`src/rtl/brg_pkg.sv`:
```
package brg_pkg;

    localparam int unsigned BRG_WORD_W  = 16;
    localparam int unsigned BRG_SRC_BIT = 13;
    localparam int unsigned BRG_RSV_BIT = 12;

    typedef enum logic [1:0] {
        ST_IDLE  = 2'd0,
        ST_RUN   = 2'd1,
        ST_FAULT = 2'd2
    } brg_state_e;

endpackage

```
`src/rtl/brg_ctrl_reg.sv`:
```
module brg_ctrl_reg
    import brg_pkg::*;
#(
    parameter int unsigned WORD_W = BRG_WORD_W,
    parameter int unsigned RLD_W  = 11
) (
    input  logic              clk,
    input  logic              rst,
    input  logic              wr_en,
    input  logic [WORD_W-1:0] wr_data,
    input  logic              run_en,
    output logic [WORD_W-1:0] rd_data,
    output logic [RLD_W-1:0]  reload_o,
    output logic              ext_sel_o,
    output logic              err_wr_o
);

    logic [RLD_W-1:0] rld_q;
    logic             src_q;
    logic             viol_q;
    logic [RLD_W-1:0] wr_rld;
    logic             wr_src;
    logic             wr_rsv;
    logic             accept;
    logic             unused_bits;

    assign wr_rld      = wr_data[RLD_W-1:0];
    assign wr_src      = wr_data[BRG_SRC_BIT];
    assign wr_rsv      = wr_data[BRG_RSV_BIT];
    assign unused_bits = ^{wr_data[WORD_W-1:BRG_SRC_BIT+1], wr_data[BRG_RSV_BIT-1:RLD_W]};

    // Prescaler counts as halted only with enable low; leaving external mode
    // is allowed if the divisor is kept.
    assign accept = wr_en && !run_en && !wr_rsv &&
                    (!src_q || (!wr_src && (wr_rld == rld_q)));

    always_ff @(posedge clk) begin
        if (rst) begin
            rld_q  <= '0;
            src_q  <= 1'b0;
            viol_q <= 1'b0;
        end else if (wr_en) begin
            if (accept) begin
                rld_q <= wr_rld;
                src_q <= wr_src;
            end else begin
                viol_q <= 1'b1;
            end
        end
    end

    always_comb begin
        rd_data                   = '0;
        rd_data[RLD_W-1:0]        = rld_q;
        rd_data[BRG_SRC_BIT]      = src_q;
    end

    assign reload_o  = rld_q;
    assign ext_sel_o = src_q;
    assign err_wr_o  = viol_q;

    p_flag_sticky_r2: assert property (@(posedge clk) disable iff (rst)
        viol_q |=> viol_q);

    p_reject_holds_r2: assert property (@(posedge clk) disable iff (rst)
        (wr_en && run_en) |=> (rld_q == $past(rld_q) && src_q == $past(src_q) && viol_q));

endmodule

```
`src/rtl/brg_src_sel.sv`:
```
module brg_src_sel #(
    parameter int unsigned SYNC_STAGES = 2
) (
    input  logic clk,
    input  logic rst,
    input  logic ext_clk,
    input  logic ext_sel,
    output logic tick_o
);

    localparam int unsigned CHAIN_W = SYNC_STAGES + 1;

    logic [CHAIN_W-1:0] chain_q;
    logic               ext_rise;

    always_ff @(posedge clk) begin
        if (rst) begin
            chain_q <= '0;
        end else begin
            chain_q <= {chain_q[CHAIN_W-2:0], ext_clk};
        end
    end

    assign ext_rise = chain_q[SYNC_STAGES-1] && !chain_q[SYNC_STAGES];
    assign tick_o   = ext_sel ? ext_rise : 1'b1;

    p_ext_tick_single_r10: assert property (@(posedge clk) disable iff (rst)
        (ext_sel && tick_o) |=> (!tick_o || !ext_sel));

endmodule

```
`src/rtl/brg_divider.sv`:
```
module brg_divider
    import brg_pkg::*;
#(
    parameter int unsigned RLD_W         = 11,
    parameter int unsigned RISES_PER_BIT = 8
) (
    input  logic             clk,
    input  logic             rst,
    input  logic             run_en,
    input  logic             sync_mode,
    input  logic             src_tick,
    input  logic [RLD_W-1:0] reload_i,
    output logic             sclk_o,
    output logic             sclk_tgl_o,
    output logic             os_tick_o,
    output logic             bit_tick_o,
    output logic             err_range_o,
    output logic             err_duty_o
);

    localparam int unsigned OSC_W = (RISES_PER_BIT > 1) ? $clog2(RISES_PER_BIT) : 1;
    localparam int unsigned QTR_W = RLD_W - 2;
    localparam logic [OSC_W-1:0] LAST_RISE = OSC_W'(RISES_PER_BIT - 1);

    brg_state_e       state_q;
    brg_state_e       state_d;
    logic [QTR_W-1:0] quarter;
    logic [1:0]       rem;
    logic [RLD_W-1:0] len_base;
    logic [RLD_W-1:0] len_last;
    logic             too_small;
    logic             start;
    logic             staying;
    logic [RLD_W-1:0] sub_q;
    logic [1:0]       seg_q;
    logic [OSC_W-1:0] rise_q;

    assign quarter   = reload_i[RLD_W-1:2];
    assign rem       = reload_i[1:0];
    assign len_base  = RLD_W'(quarter);
    assign len_last  = len_base + RLD_W'(rem);
    assign too_small = (reload_i < RLD_W'(4));

    // state register
    always_ff @(posedge clk) begin
        if (rst) begin
            state_q <= ST_IDLE;
        end else begin
            state_q <= state_d;
        end
    end

    // transitions: START, REJECT, STOP, CLEAR
    always_comb begin
        state_d = state_q;
        unique case (state_q)
            ST_IDLE: begin
                if (run_en) begin
                    state_d = too_small ? ST_FAULT : ST_RUN;
                end
            end
            ST_RUN: begin
                if (!run_en) begin
                    state_d = ST_IDLE;
                end
            end
            ST_FAULT: begin
                if (!run_en) begin
                    state_d = ST_IDLE;
                end
            end
            default: state_d = ST_IDLE;
        endcase
    end

    assign start   = (state_q == ST_IDLE) && (state_d == ST_RUN);
    assign staying = (state_q == ST_RUN) && (state_d == ST_RUN);

    // counters and outputs
    always_ff @(posedge clk) begin
        if (rst) begin
            sub_q      <= '0;
            seg_q      <= '0;
            rise_q     <= '0;
            sclk_o     <= 1'b0;
            sclk_tgl_o <= 1'b0;
            os_tick_o  <= 1'b0;
            bit_tick_o <= 1'b0;
            err_duty_o <= 1'b0;
        end else begin
            err_duty_o <= run_en && sync_mode && (rem != 2'd0);
            sclk_tgl_o <= 1'b0;
            os_tick_o  <= 1'b0;
            bit_tick_o <= 1'b0;
            if (start) begin
                sub_q  <= len_base;
                seg_q  <= 2'd0;
                rise_q <= '0;
                sclk_o <= 1'b0;
            end else if (!staying) begin
                sub_q  <= '0;
                seg_q  <= 2'd0;
                rise_q <= '0;
                sclk_o <= 1'b0;
            end else if (src_tick) begin
                if (sub_q <= RLD_W'(1)) begin
                    sclk_o     <= !sclk_o;
                    sclk_tgl_o <= 1'b1;
                    seg_q      <= seg_q + 2'd1;
                    sub_q      <= (seg_q == 2'd2) ? len_last : len_base;
                    if (!sclk_o && !sync_mode) begin
                        os_tick_o <= 1'b1;
                        rise_q    <= (rise_q == LAST_RISE) ? '0 : rise_q + OSC_W'(1);
                        if (rise_q == LAST_RISE) begin
                            bit_tick_o <= 1'b1;
                        end
                    end
                end else begin
                    sub_q <= sub_q - RLD_W'(1);
                end
            end
        end
    end

    assign err_range_o = (state_q == ST_FAULT);

    p_idle_quiet_r4: assert property (@(posedge clk) disable iff (rst)
        !run_en |=> (!sclk_o && !sclk_tgl_o && !os_tick_o && !bit_tick_o));

    p_strobe_on_change_r5: assert property (@(posedge clk) disable iff (rst)
        sclk_tgl_o |-> (sclk_o != $past(sclk_o)));

    p_os_on_rise_r6: assert property (@(posedge clk) disable iff (rst)
        os_tick_o |-> $rose(sclk_o));

    p_bit_with_os_r6: assert property (@(posedge clk) disable iff (rst)
        bit_tick_o |-> os_tick_o);

    p_fault_quiet_r8: assert property (@(posedge clk) disable iff (rst)
        err_range_o |-> (!sclk_o && !sclk_tgl_o));

endmodule

```
`src/rtl/uart_baud_gen.sv`:
```
module uart_baud_gen
    import brg_pkg::*;
#(
    parameter int unsigned WORD_W        = BRG_WORD_W,
    parameter int unsigned RLD_W         = 11,
    parameter int unsigned SYNC_STAGES   = 2,
    parameter int unsigned RISES_PER_BIT = 8
) (
    input  logic              clk,
    input  logic              rst,
    input  logic              wr_en,
    input  logic [WORD_W-1:0] wr_data,
    output logic [WORD_W-1:0] rd_data,
    input  logic              run_en,
    input  logic              sync_mode,
    input  logic              ext_clk,
    output logic              sclk_o,
    output logic              sclk_tgl_o,
    output logic              os_tick_o,
    output logic              bit_tick_o,
    output logic              err_range_o,
    output logic              err_duty_o,
    output logic              err_wr_o
);

    logic [RLD_W-1:0] reload;
    logic             ext_sel;
    logic             src_tick;

    brg_ctrl_reg #(.WORD_W(WORD_W), .RLD_W(RLD_W)) u_ctrl (
        .clk       (clk),
        .rst       (rst),
        .wr_en     (wr_en),
        .wr_data   (wr_data),
        .run_en    (run_en),
        .rd_data   (rd_data),
        .reload_o  (reload),
        .ext_sel_o (ext_sel),
        .err_wr_o  (err_wr_o)
    );

    brg_src_sel #(.SYNC_STAGES(SYNC_STAGES)) u_src (
        .clk     (clk),
        .rst     (rst),
        .ext_clk (ext_clk),
        .ext_sel (ext_sel),
        .tick_o  (src_tick)
    );

    brg_divider #(.RLD_W(RLD_W), .RISES_PER_BIT(RISES_PER_BIT)) u_div (
        .clk         (clk),
        .rst         (rst),
        .run_en      (run_en),
        .sync_mode   (sync_mode),
        .src_tick    (src_tick),
        .reload_i    (reload),
        .sclk_o      (sclk_o),
        .sclk_tgl_o  (sclk_tgl_o),
        .os_tick_o   (os_tick_o),
        .bit_tick_o  (bit_tick_o),
        .err_range_o (err_range_o),
        .err_duty_o  (err_duty_o)
    );

endmodule

```
`config.mk`:
```
export PLATFORM = sky130hd
export DESIGN_NAME = uart_baud_gen
export DESIGN_NICKNAME = d
export VERILOG_FILES = /design/src/rtl/brg_pkg.sv /design/src/rtl/brg_ctrl_reg.sv /design/src/rtl/brg_src_sel.sv /design/src/rtl/brg_divider.sv /design/src/rtl/uart_baud_gen.sv
export SDC_FILE = /design/constraint.sdc
export NUM_CORES = 1
export LEC_CHECK = 0
export ABC_AREA = 1
export CORE_MARGIN = 4
export CORE_UTILIZATION = 35
export DETAILED_ROUTE_END_ITERATION = 8
export GPL_TIMING_DRIVEN = 0
export PLACE_DENSITY = 0.54
export RECOVER_POWER = 100
export REMOVE_ABC_BUFFERS = 1
export SETUP_SLACK_MARGIN = 0.1
export SLEW_MARGIN = 20
export SYNTH_ARGS = -nofsm -noshare
export SYNTH_HDL_FRONTEND = slang
export SYNTH_SLANG_ARGS = --single-unit
export TNS_END_PERCENT = 10
```
`constraint.sdc`:
```
create_clock -name clk -period 3.2 [get_ports clk]
set_input_delay 0.64 -clock clk [delete_from_list [all_inputs] [get_ports clk]]
set_output_delay 0.64 -clock clk [all_outputs]
set_load 0.1 [all_outputs]
```
==> out/metrics.cfg <==
[final_layout]
fin_nets = 445
num_antenna_cells = 0
layout-drive-gt1-share_pct = 7.543
regArea_sq_um = 780.7
syn_to_final_growth_pct = 18.72
multi_input_area_sq_um = 1454
fill_cells = 767

[timing]
slew_headroom_pct = 33.86
tightest_slew_ns = 0.9889
post-route-period-util_pct = 85.02
fmax_mhz = 367.6
hold_viol_final = 0
period_needed_ns = 2.721
drv_slew = 0
finalClockSkew_ns = 0.01007
setup_viol = 0
rsz0062_at_grt = false
setup_tns_ns = 0

[floorplan]
fp.dieH_microns = 92.96
ioPinCount = 45
initial_core_util_pct = 36.58
core_area_sq_um = 6907
die_w_microns = 92.96
row_count = 30
die_area_sq_um = 8641

[routing]
ant_nets = 0
drt_pass1_iterations = 4
wl_per_cell_microns = 11.83
drt_iter0_drc = 106
vias = 2303
drt_wl_total_microns = 5997
vias_per_cell = 4.542
route.detailed.drc = 0

[synth]
yosysMostFrequentCell = nand2_1
synthTopCellsByArea = dfxtp_1 31%, nand2_1 11%, nor2_1 11%, inv_1 6.1%, ha_1 5.4%
synthesis.area_sq_um = 2526
synth_cell_types = 35
ys_ff_latch = 39
yosysWarningCount = 0
synth_edf_count = 0
async_reset_ff_share_pct = 0
synthCells = 377
ys_seq_area_share_pct = 30.91
syn_area_per_cell_sq_um = 6.701
netlist_top_cells_count = 75 x nand2_1, 74 x nor2_1, 41 x inv_1
synth_top_cell_area_share_pct = 30.91
synth_ff_type = dfxtp_1
yosys.area.top_type = dfxtp_1

[clock_network]
cts_tree = built
clk_latency_ns = 0.29
cts.sinks = 39
path_clk_slew_ns = 0.08
cts_resized = 0
postCtsHoldBufs = 0
max-clock-path-buffers = 2
clockRootBuffer = clkbuf_8
cts.htree.levels = 2
post_cts_buffers = 0
cts_buffers = 5

[worst_setup_path]
critPathTopFamily = buffers and inverters
end_kind = primary output
cp_slowest_cell = dlygate4sd3_1
path_depth = 3
required_ns = 2.56
worstPathMaxFanout = 5
crit_chain = inv_1, ha_1, dlygate4sd3_1
r2r_setup_slack_ns = 0.79
critPathKind = flop to primary output
crit_path_start = u_div.state_q[0]
r2r-start = u_div.state_q[0]
worstReg2RegEnd = u_div.sub_q[1]
max_stage_delay_ns = 1.19
r2r_cells = 11
cp.arrival_ns = 2.08
cp.buffers_inverters = 2
critPathLaunchType = flop

[global_route]
grt_first_pass_wirelength_microns = 10210
grt_max_degree = 25
grt_antenna_before_repair = 0
first_global_vias = 2217
grt_usage_pct = 14.64
overflow = 0

[placement]
port_buffers = 37
place_congestion = 0.8717
hpwlAfterDp_microns = 4642

[power]
p_leak_nw = 1.376
powerDensity_nw_per_um2 = 408.8
p_total_mw = 1.226
vdd_drop_max_mv = 0.1826

[min_path]
worstHoldEndpoint = u_src.chain_q[1]
hold_depth = 2
hold_path_startpoint = u_src.chain_q[0]
hp-class = flop to flop

[outcome]
status = finished, final reports clean

[run]
drv_cap = 0

## state kept, by name, summed over array words and instances (netlist names)
| register | flops |
|---|---|
| u_ctrl.reload_o | 11 |
| u_div.os_tick_o | 1 |
| u_div.sclk_tgl_o | 1 |
| u_div.rise_q | 3 |
| u_div.sub_q | 11 |
| u_div.state_q | 2 |
| u_ctrl.ext_sel_o | 1 |
| u_ctrl.err_wr_o | 1 |
| u_div.bit_tick_o | 1 |
| u_div.err_duty_o | 1 |
| u_div.seg_q | 2 |
| u_div.sclk_o | 1 |
| u_src.chain_q | 3 |
## metal layers
layer  global-route usage, %  vias to the layer above  share of wire (%)
met4                   4.029                        0               0.98
li1                        -                     1241                  -
met2                   22.68                       57                 44
met1                   20.54                     1001                 50
met3                   3.006                        4                5.0
met5                       0                        -                  0
## cell usage in the layout (no fill, tap or decap), drive strengths merged, types with 2 or more instances in the layout
cell            n
o22ai           2
xor2           11
clkbuf          6
clkdlybuf4s50  15
nand3          13
nor3            8
ha             11
nand4           8
inv            49
dfxtp          39
o21ai          29
dlygate4sd3    22
nor2           81
xnor2           2
a21oi          25
conb            4
or2             2
nand2          79
## area by class of cell
type                       instances  area share [%]
clock inverter                     1          0.1669
inverter                          49           6.216
timing repair buffer              37           12.35
tap                               96           4.005
clock buffer                       6           2.753
multi-input combinational        279           48.48
sequential                        39           26.03
## worst min-delay path, cell delays in order, from the launching register on
cell,delay [ns]
dfxtp_1,0.30
inv_1,0.04
nor2_1,0.03
## cell families after synthesis
kind of cell | after synthesis | synth area share [%]
AND/OR/NAND/NOR | 192 | 35.17
buffers and inverters | 62 | 10.80
AO/OA/AOI/OAI | 58 | 12.23
flip-flops | 39 | 30.91
XOR/XNOR | 13 | 4.507
adder cells (fa/ha/maj) | 12 | 6.241
other | 1 | 0.1484
## worst max path at each step
stage	to	slack, ns
floorplan	u_div.sub_q[8]	0.62
global placement	u_ctrl.reload_o[9]	0.60
detailed placement	u_ctrl.reload_o[0]	0.58
CTS	err_range_o	0.52
global route	u_div.sub_q[1]	0.40
finish	err_range_o	0.48
## power by group
part / switching [mW] / internal, mW / total, mW / leakage (nW)
Combinational: 0.261 / 0.104 / 0.365 / 1.01
Clock: 0.171 / 0.169 / 0.340 / 0.0470
Sequential: 0.0195 / 0.501 / 0.521 / 0.317
Total: 0.451 / 0.775 / 1.23 / 1.38
## metrics by stage
| step | setup slack [ns] | cells | area, sq um | util, % | hold slack [ns] |
|---|---|---|---|---|---|
| after floorplan | 0.6219 | 367 | 2451 | - | 0.3883 |
| after global placement | 0.5992 | 500 | 2942 | 42.59 | 0.3934 |
| after detailed placement | 0.5839 | 500 | 2942 | 42.59 | 0.4067 |
| after CTS | 0.5193 | 507 | 3029 | 43.86 | 0.4177 |
| after global routing | 0.3961 | 507 | 2999 | 43.42 | 0.4525 |
| final | 0.4794 | 507 | 2999 | 43.42 | 0.4125 |
Note: power is estimated with default switching activity, not from simulation.
